[src/rtl/fsg_pkg.sv]
package fsg_pkg;

  typedef enum logic [3:0] {
    OP_WEN_SET   = 4'd0,
    OP_WEN_CLR   = 4'd1,
    OP_STAT_WR   = 4'd2,
    OP_PROG      = 4'd3,
    OP_ERASE_SEC = 4'd4,
    OP_ERASE_BLK = 4'd5,
    OP_ERASE_ALL = 4'd6,
    OP_ARRAY_RD  = 4'd7
  } op_e;

  localparam int unsigned LVL_W = 3;

  // Number of guarded blocks, counted from the top of the array.
  function automatic int unsigned guarded_count(input logic [LVL_W-1:0] lvl,
                                                input int unsigned nblk);
    if (lvl[LVL_W-1])      return nblk;
    else if (lvl == '0)    return 0;
    else                   return nblk >> (4 - int'(lvl));
  endfunction

  function automatic logic is_known(input logic [3:0] code);
    return code <= 4'd7;
  endfunction

  function automatic logic starts_cycle(input op_e op);
    return (op == OP_STAT_WR) || (op == OP_PROG) || (op == OP_ERASE_SEC) ||
           (op == OP_ERASE_BLK) || (op == OP_ERASE_ALL);
  endfunction

endpackage

[src/rtl/fsg_protect_map.sv]
module fsg_protect_map
  import fsg_pkg::*;
#(
  parameter int unsigned NBLK = 8
) (
  input  logic [LVL_W-1:0] lvl_i,
  output logic [NBLK-1:0]  blk_prot_o
);

  int unsigned guard_n;
  assign guard_n = guarded_count(lvl_i, NBLK);

  for (genvar b = 0; b < NBLK; b++) begin : g_blk
    assign blk_prot_o[b] = (b >= int'(NBLK) - int'(guard_n));
  end

endmodule

[src/rtl/fsg_cmd_judge.sv]
module fsg_cmd_judge
  import fsg_pkg::*;
(
  input  logic             cmd_valid_i,
  input  logic [3:0]       cmd_code_i,
  input  logic             target_prot_i,
  input  logic [LVL_W-1:0] lvl_i,
  input  logic             busy_i,
  input  logic             wen_i,
  input  logic             guard_i,
  input  logic             seal_i,
  input  logic             hw_guard_n_i,
  input  logic             otp_mode_i,
  output logic             known_o,
  output logic             ok_o,
  output logic             take_o
);

  function automatic logic decide(input op_e op, input logic busy, input logic wen,
                                  input logic tprot, input logic lvl_zero,
                                  input logic hw_locked, input logic otp,
                                  input logic seal);
    if (busy) return 1'b0;
    case (op)
      OP_WEN_SET, OP_WEN_CLR, OP_ARRAY_RD: return 1'b1;
      OP_STAT_WR:   return wen && (otp || !hw_locked);
      OP_PROG, OP_ERASE_SEC, OP_ERASE_BLK:
                    return wen && !(otp ? seal : tprot);
      OP_ERASE_ALL: return wen && lvl_zero && !(otp && seal);
      default:      return 1'b0;
    endcase
  endfunction

  op_e  op;
  logic hw_locked;

  assign op        = op_e'(cmd_code_i);
  assign hw_locked = guard_i && !hw_guard_n_i;
  assign known_o   = cmd_valid_i && is_known(cmd_code_i);
  assign ok_o      = known_o && decide(op, busy_i, wen_i, target_prot_i,
                                       (lvl_i == '0), hw_locked, otp_mode_i, seal_i);
  assign take_o    = cmd_valid_i;

endmodule

[src/rtl/fsg_status_core.sv]
module fsg_status_core
  import fsg_pkg::*;
(
  input  logic             clk,
  input  logic             rst_n,
  input  logic             ok_i,
  input  logic [3:0]       cmd_code_i,
  input  logic             new_guard_i,
  input  logic [LVL_W-1:0] new_lvl_i,
  input  logic             otp_mode_i,
  input  logic             cycle_done_i,
  output logic             busy_o,
  output logic             wen_o,
  output logic             guard_o,
  output logic             seal_o,
  output logic [LVL_W-1:0] lvl_o
);

  logic             busy_q, wen_q, guard_q, seal_q;
  logic [LVL_W-1:0] lvl_q;
  op_e              op;
  logic             cycle_end;

  assign op        = op_e'(cmd_code_i);
  assign cycle_end = cycle_done_i && busy_q;

  always_ff @(posedge clk) begin
    if (!rst_n) begin
      busy_q  <= 1'b0;
      wen_q   <= 1'b0;
      guard_q <= 1'b0;
      seal_q  <= 1'b0;
      lvl_q   <= '0;
    end else begin
      if (cycle_end) begin
        busy_q <= 1'b0;
        wen_q  <= 1'b0;
      end
      if (ok_i) begin
        if (starts_cycle(op)) busy_q <= 1'b1;
        case (op)
          OP_WEN_SET: wen_q <= 1'b1;
          OP_WEN_CLR: wen_q <= 1'b0;
          OP_STAT_WR: begin
            if (otp_mode_i) seal_q <= 1'b1;
            else begin
              guard_q <= new_guard_i;
              lvl_q   <= new_lvl_i;
            end
          end
          default: ;
        endcase
      end
    end
  end

  assign busy_o  = busy_q;
  assign wen_o   = wen_q;
  assign guard_o = guard_q;
  assign seal_o  = seal_q;
  assign lvl_o   = lvl_q;

  AST_WEN_BEFORE_START: assert property (@(posedge clk) disable iff (!rst_n)
    $rose(busy_q) |-> $past(wen_q));
  AST_END_CLEARS_BOTH: assert property (@(posedge clk) disable iff (!rst_n)
    cycle_end |=> (!busy_q && !wen_q));
  AST_SEAL_STICKY: assert property (@(posedge clk) disable iff (!rst_n)
    seal_q |=> seal_q);
  AST_BUSY_HOLDS: assert property (@(posedge clk) disable iff (!rst_n)
    (busy_q && !cycle_done_i) |=> busy_q);

endmodule

[src/rtl/flash_status_guard.sv]
module flash_status_guard
  import fsg_pkg::*;
#(
  parameter int unsigned ADDR_W   = 19,
  parameter int unsigned BLOCK_AW = 16
) (
  input  logic              clk,
  input  logic              rst_n,
  input  logic              cmd_valid,
  input  logic [3:0]        cmd_code,
  input  logic [ADDR_W-1:0] cmd_addr,
  input  logic [7:0]        wrsr_data,
  input  logic              hw_guard_n,
  input  logic              otp_mode,
  input  logic              cycle_done,
  output logic [7:0]        status_o,
  output logic              accept_o,
  output logic              reject_o
);

  localparam int unsigned BLK_IDX_W = ADDR_W - BLOCK_AW;
  localparam int unsigned NBLK      = 1 << BLK_IDX_W;

  logic [BLK_IDX_W-1:0] blk_idx;
  logic [NBLK-1:0]      blk_prot;
  logic                 target_prot;
  logic                 known, ok, take;
  logic                 busy, wen, guard, seal;
  logic [LVL_W-1:0]     lvl;
  logic                 acc_q, rej_q;
  logic                 unused_bits;

  assign blk_idx     = cmd_addr[ADDR_W-1:BLOCK_AW];
  assign target_prot = blk_prot[blk_idx];
  assign unused_bits = ^{cmd_addr[BLOCK_AW-1:0], wrsr_data[6:5], wrsr_data[1:0], take};

  fsg_protect_map #(.NBLK(NBLK)) u_map (
    .lvl_i      (lvl),
    .blk_prot_o (blk_prot)
  );

  fsg_cmd_judge u_judge (
    .cmd_valid_i   (cmd_valid),
    .cmd_code_i    (cmd_code),
    .target_prot_i (target_prot),
    .lvl_i         (lvl),
    .busy_i        (busy),
    .wen_i         (wen),
    .guard_i       (guard),
    .seal_i        (seal),
    .hw_guard_n_i  (hw_guard_n),
    .otp_mode_i    (otp_mode),
    .known_o       (known),
    .ok_o          (ok),
    .take_o        (take)
  );

  fsg_status_core u_core (
    .clk          (clk),
    .rst_n        (rst_n),
    .ok_i         (ok),
    .cmd_code_i   (cmd_code),
    .new_guard_i  (wrsr_data[7]),
    .new_lvl_i    (wrsr_data[4:2]),
    .otp_mode_i   (otp_mode),
    .cycle_done_i (cycle_done),
    .busy_o       (busy),
    .wen_o        (wen),
    .guard_o      (guard),
    .seal_o       (seal),
    .lvl_o        (lvl)
  );

  always_ff @(posedge clk) begin
    if (!rst_n) begin
      acc_q <= 1'b0;
      rej_q <= 1'b0;
    end else begin
      acc_q <= ok;
      rej_q <= known && !ok;
    end
  end

  assign status_o = {(otp_mode ? seal : guard), 2'b00, lvl, wen, busy};
  assign accept_o = acc_q;
  assign reject_o = rej_q;

  AST_RESERVED_ZERO: assert property (@(posedge clk) disable iff (!rst_n)
    status_o[6:5] == 2'b00);
  AST_ONE_VERDICT: assert property (@(posedge clk) disable iff (!rst_n)
    !(accept_o && reject_o));
  AST_HW_GUARD: assert property (@(posedge clk) disable iff (!rst_n)
    (cmd_valid && cmd_code == OP_STAT_WR && !otp_mode && guard && !hw_guard_n)
      |=> reject_o);
  AST_FULL_ERASE_GUARD: assert property (@(posedge clk) disable iff (!rst_n)
    (cmd_valid && cmd_code == OP_ERASE_ALL && lvl != '0) |=> reject_o);
  AST_BUSY_REFUSES: assert property (@(posedge clk) disable iff (!rst_n)
    (known && busy) |=> reject_o);

  for (genvar b = 1; b < NBLK; b++) begin : g_top_range
    AST_MAP_UPPER: assert property (@(posedge clk) disable iff (!rst_n)
      blk_prot[b-1] |-> blk_prot[b]);
  end

endmodule

[config.mk]
export PLATFORM = sky130hd
export DESIGN_NAME = flash_status_guard
export DESIGN_NICKNAME = d
export VERILOG_FILES = /design/src/rtl/fsg_pkg.sv /design/src/rtl/fsg_protect_map.sv /design/src/rtl/fsg_cmd_judge.sv /design/src/rtl/fsg_status_core.sv /design/src/rtl/flash_status_guard.sv
export SDC_FILE = /design/constraint.sdc
export NUM_CORES = 1
export LEC_CHECK = 0
export CAP_MARGIN = 20
export CORE_MARGIN = 10
export CORE_UTILIZATION = 41
export CTS_CLUSTER_DIAMETER = 50
export DETAILED_ROUTE_END_ITERATION = 16
export GPL_TIMING_DRIVEN = 0
export PLACE_DENSITY_LB_ADDON = 0.25
export RECOVER_POWER = 50
export SYNTH_ARGS = -nofsm -noshare
export SYNTH_HDL_FRONTEND = slang
export SYNTH_SLANG_ARGS = --single-unit
[constraint.sdc]
create_clock -name clk -period 6.4 [get_ports clk]
set_input_delay 1.28 -clock clk [delete_from_list [all_inputs] [get_ports clk]]
set_output_delay 1.28 -clock clk [all_outputs]
set_load 0.005 [all_outputs]
Word-level counts from Yosys, hierarchy flattened:

Index checks and enable logic that the tools add are counted.

* bits in registers: 9
* output and inout port bits: 10

* add/subtract/negate cells: 2
* magnitude comparators: 10
* equality and inequality tests: 7
* shift operators: 1
* muxes and demuxes: 16
* bitwise operators: 1
* reduce and logical (&&, ||, !) cells: 26

Operators with widths (count)
* $ge A4 B32 Y1 const A: 4
* $ge A3 B32 Y1 const A: 2
* $mux W32: 2
* $ge A1 B32 Y1 const A: 1
* $ge A2 B32 Y1 const A: 1
* $shr A4 B32 Y32 const A: 1
* $sub A5 B32 Y32 const A: 1
* $eq A4 B3 Y1 const B: 4
* $mux W1: 11
* $logic_and A1 B1 Y1: 10
* $eq A4 B2 Y1 const B: 2
* $reduce_and A3 Y1: 2
* $reduce_or A3 Y1: 2
* $logic_not A1 Y1: 5
* $logic_or A1 B1 Y1: 5
* $eq A4 B1 Y1 const B: 1
* $le A4 B3 Y1 const B: 1
* $logic_not A4 Y1: 1
* $lt A3 B4 Y1 const B: 1
* $pmux W1 S4: 1
* $sub A3 B3 Y4 const A: 1
* $bmux W1 S3: 1
* $logic_not A3 Y1: 1
* $pmux W1 S2: 1
* $not A1 Y1: 1

Logic depth before layout (Yosys ltp):

* word-level depth: 16
* depth in mapped cells: 13
* depth with buffers taken out: 13

Modules after synthesis:

Synthesis repeated with hierarchy kept, for this count alone.

* cells, all modules: 110
* area, all modules: 944.7 um^2

By module, submodules not included
* fsg_protect_map: instances 1, cells each 45, area each 350.3 um^2, sequential area each 0.0 um^2
* fsg_status_core: instances 1, cells each 35, area each 320.3 um^2, sequential area each 140.1 um^2
* flash_status_guard: instances 1, cells each 13, area each 163.9 um^2, sequential area each 40.0 um^2
* fsg_cmd_judge: instances 1, cells each 17, area each 110.1 um^2, sequential area each 0.0 um^2

Least setup slack after synthesis:

OpenSTA, ideal clock, no wires.

* path kind: input port to output port
* start point: input port otp_mode
* end point: output port status_o[7]
* arrival: 1.684 ns
* slack: 3.436 ns
* stages on the path: 3
* path buffers: 1
* cells stage by stage: clkbuf_1 > nand2_1 > o21ai_0

* word-level cells in the longest chain between the ends: 1

RTL lines
* start: declaration: line flash_status_guard.sv:14 `input logic otp_mode,`
* $mux W1: line flash_status_guard.sv:84 `assign status_o = {(otp_mode ? seal : guard), 2'b00, lvl, wen, busy};`
* end: declaration: line flash_status_guard.sv:16 `output logic [7:0] status_o,`

Every way passes these cells.

Worst setup path in the final report:

Same ends and word-level chain as after synthesis.

==> flow_summary.toml <==
[pwr]
leakage_nw = 0.4318
p_per_area_nw_per_um2 = 111.1
fin_total_pwr_mw = 0.1251
vdd_drop_max_v = 0.0001106

[cts]
cts.path.max_buffers = 2
cts_setup_buffers = 0
cts_buffers = 3
path_clk_slew_ps = 60
cts_hold_buf = 0
cts_max_level = 1
tritoncts = "yes"
cts_root_buf = "clkbuf_4"
ctsResizeCount = 0
clock_latency_ps = 260
clkSinkCount = 9

[die]
die_w_um = 65.59
core_um2 = 1962
initial_core_util = 0.4343
io_pins = 47
die_h_um = 65.59
rows = 16
dieArea_um2 = 4301

[grt]
grt_pass1_wl_um = 3657
grt_pass1_vias = 850
grt_usage = 0.1048
antenna_found_initial = 0
grt_max_degree = 10
grt-ovfl-total = 0

[route]
drc_errors = 0
top_layer_used = "met4"
routed_wl_um = 2137
num_vias = 843
postRouteAntennaNets = 0
dr_wl_met3_um = 130
met1Wirelength_um = 854
dr.first_iter.drc_count = 44
via_per_inst = 5.302
route.met2.wl_um = 1115
wl_per_cell_um = 13.44
firstDrtPassIters = 4

[final_layout]
fin_util = 0.5740
design_area_um2 = 1126
diodes = 0
final_layout_size_suffix_gt1_frac = 0.1061
instances_no_fill = 159
fillCellCount = 205
syn2layout_area_growth_pct = 32.16
fin_nets = 176

[synthesis]
synth-seq-area-share = 0.2115
yosys.cell_types.count = 38
async_reset_ff_frac = 0
synth.ff_latch_count = 9
syn-instance-count = 106
synth_edf_count = 0
syn_area_per_cell_um2 = 8.038
ys_top_cells_by_count = "inv_1 (13), dfxtp_1 (9), mux2i_1 (7), nand2_1 (7), ha_1 (6)"
yosysMostFrequentCell = "inv_1"
synthTopCellsByArea = "dfxtp_1 (21%), ha_1 (8.8%), mux2i_1 (8.2%)"
synth_top_area_share = 0.2115
ys.warnings.count = 0
yosys.area.top_type = "dfxtp_1"
ys.flop_type = "dfxtp_1"
synth_area_um2 = 852.1

[placement]
dpl_cell_area_um2 = 1100
io_buffers = 21
place_ws_ps = 2795
gp_congestion = 0.7922
hpwlAfterDp_um = 1791
placed_cells = 155

[sta]
setup_violations = 0
tns_ps = 0
finalCritPeriodShare = 0.5623
fin_skew_ps = 5.147
maxSlewHeadroom = 0.6404
drv_slew = 0
worst_pin_slew_ps = 538.3
hold_ws_ps = 491.8
fmax_ghz = 0.2779
worst_slack_ps = 2801
period_minus_slack_ps = 3599
rsz0062_at_grt = "no"
finalHoldViolCount = 0

[setup_path]
cp-end-kind = "primary output"
critical_path_arrival_ps = 2320
worstPathRequired_ps = 5120
path_max_fanout = 9
start_kind = "input port"
critPathKind = "in -> out"

[run_status]
outcome = "complete, no violations"

[flow_run]
cap_violations = 0

[hold_path]
hold_class = "reg -> reg"
kinds of logic (layout without fill, tap and decap cells):
| logic type | count (synthesis) | in the layout | share of synthesized area |
|---|---|---|---|
| buffers and inverters | 20 | 45 | 0.1233 |
| other | 1 | 2 | 0.004401 |
| multiplexers | 7 | 7 | 0.08224 |
| adder cells (fa/ha/maj) | 6 | 6 | 0.08810 |
| AND/OR/NAND/NOR | 46 | 46 | 0.3289 |
| flip-flops | 9 | 9 | 0.2115 |
| AO/OA/AOI/OAI | 17 | 17 | 0.1615 |
layout make-up:
class,count,area (µm²),share of cell area
buffer,7,56.30,0.05000
multi-input combinational,78,570.5,0.5067
tap,27,33.78,0.03000
inverter,13,48.80,0.04333
sequential,9,180.2,0.1600
clock buffer,4,26.28,0.02333
timing repair buffer,21,210.2,0.1867
layer usage:
| metal | vias up | GRT usage |
|---|---|---|
| met5 | - | 0 |
| met3 | 4 | 0.04407 |
| met4 | 0 | 0.04813 |
| li1 | 428 | - |
| met1 | 380 | 0.1081 |
| met2 | 31 | 0.1805 |
cells in the final DEF (no fill, tap or decap), types with 5 or more instances in the layout:
cell / n
nor2b_1: 5
inv_1: 13
nand2_1: 7
clkdlybuf4s50_1: 13
mux2i_1: 7
ha_1: 6
dfxtp_1: 9
dlygate4sd3_1: 8
nor2_1: 5
worst max-delay path, stage by stage:
cell             delay (ps)
clkbuf_1                290
nand2_1                 120
o21ai_0                 100
clkdlybuf4s50_1         530
power by group:
part | internal [mW] | switching (mW)
Sequential | 0.0567 | 0.000390
Combinational | 0.0149 | 0.0107
Clock | 0.0239 | 0.0185
Total | 0.0955 | 0.0296
final timing paths:
| check | start | to | slack [ps] | cells past startpoint |
|---|---|---|---|---|
| min reg2reg | u_core.seal_o | u_core.seal_o | 490 | 1 |
| max reg2reg | u_core.lvl_o[0] | accept_o | 3060 | 13 |
| min | u_core.seal_o | u_core.seal_o | 490 | 1 |
| max | otp_mode | status_o[7] | 2800 | 4 |
flip-flops by register name (all words and copies together), names as in the netlist:
name            flops
u_core.wen_o        1
accept_o            1
reject_o            1
u_core.busy_o       1
u_core.guard_o      1
u_core.seal_o       1
u_core.lvl_o        3
Power figures use the tool's default switching activity.
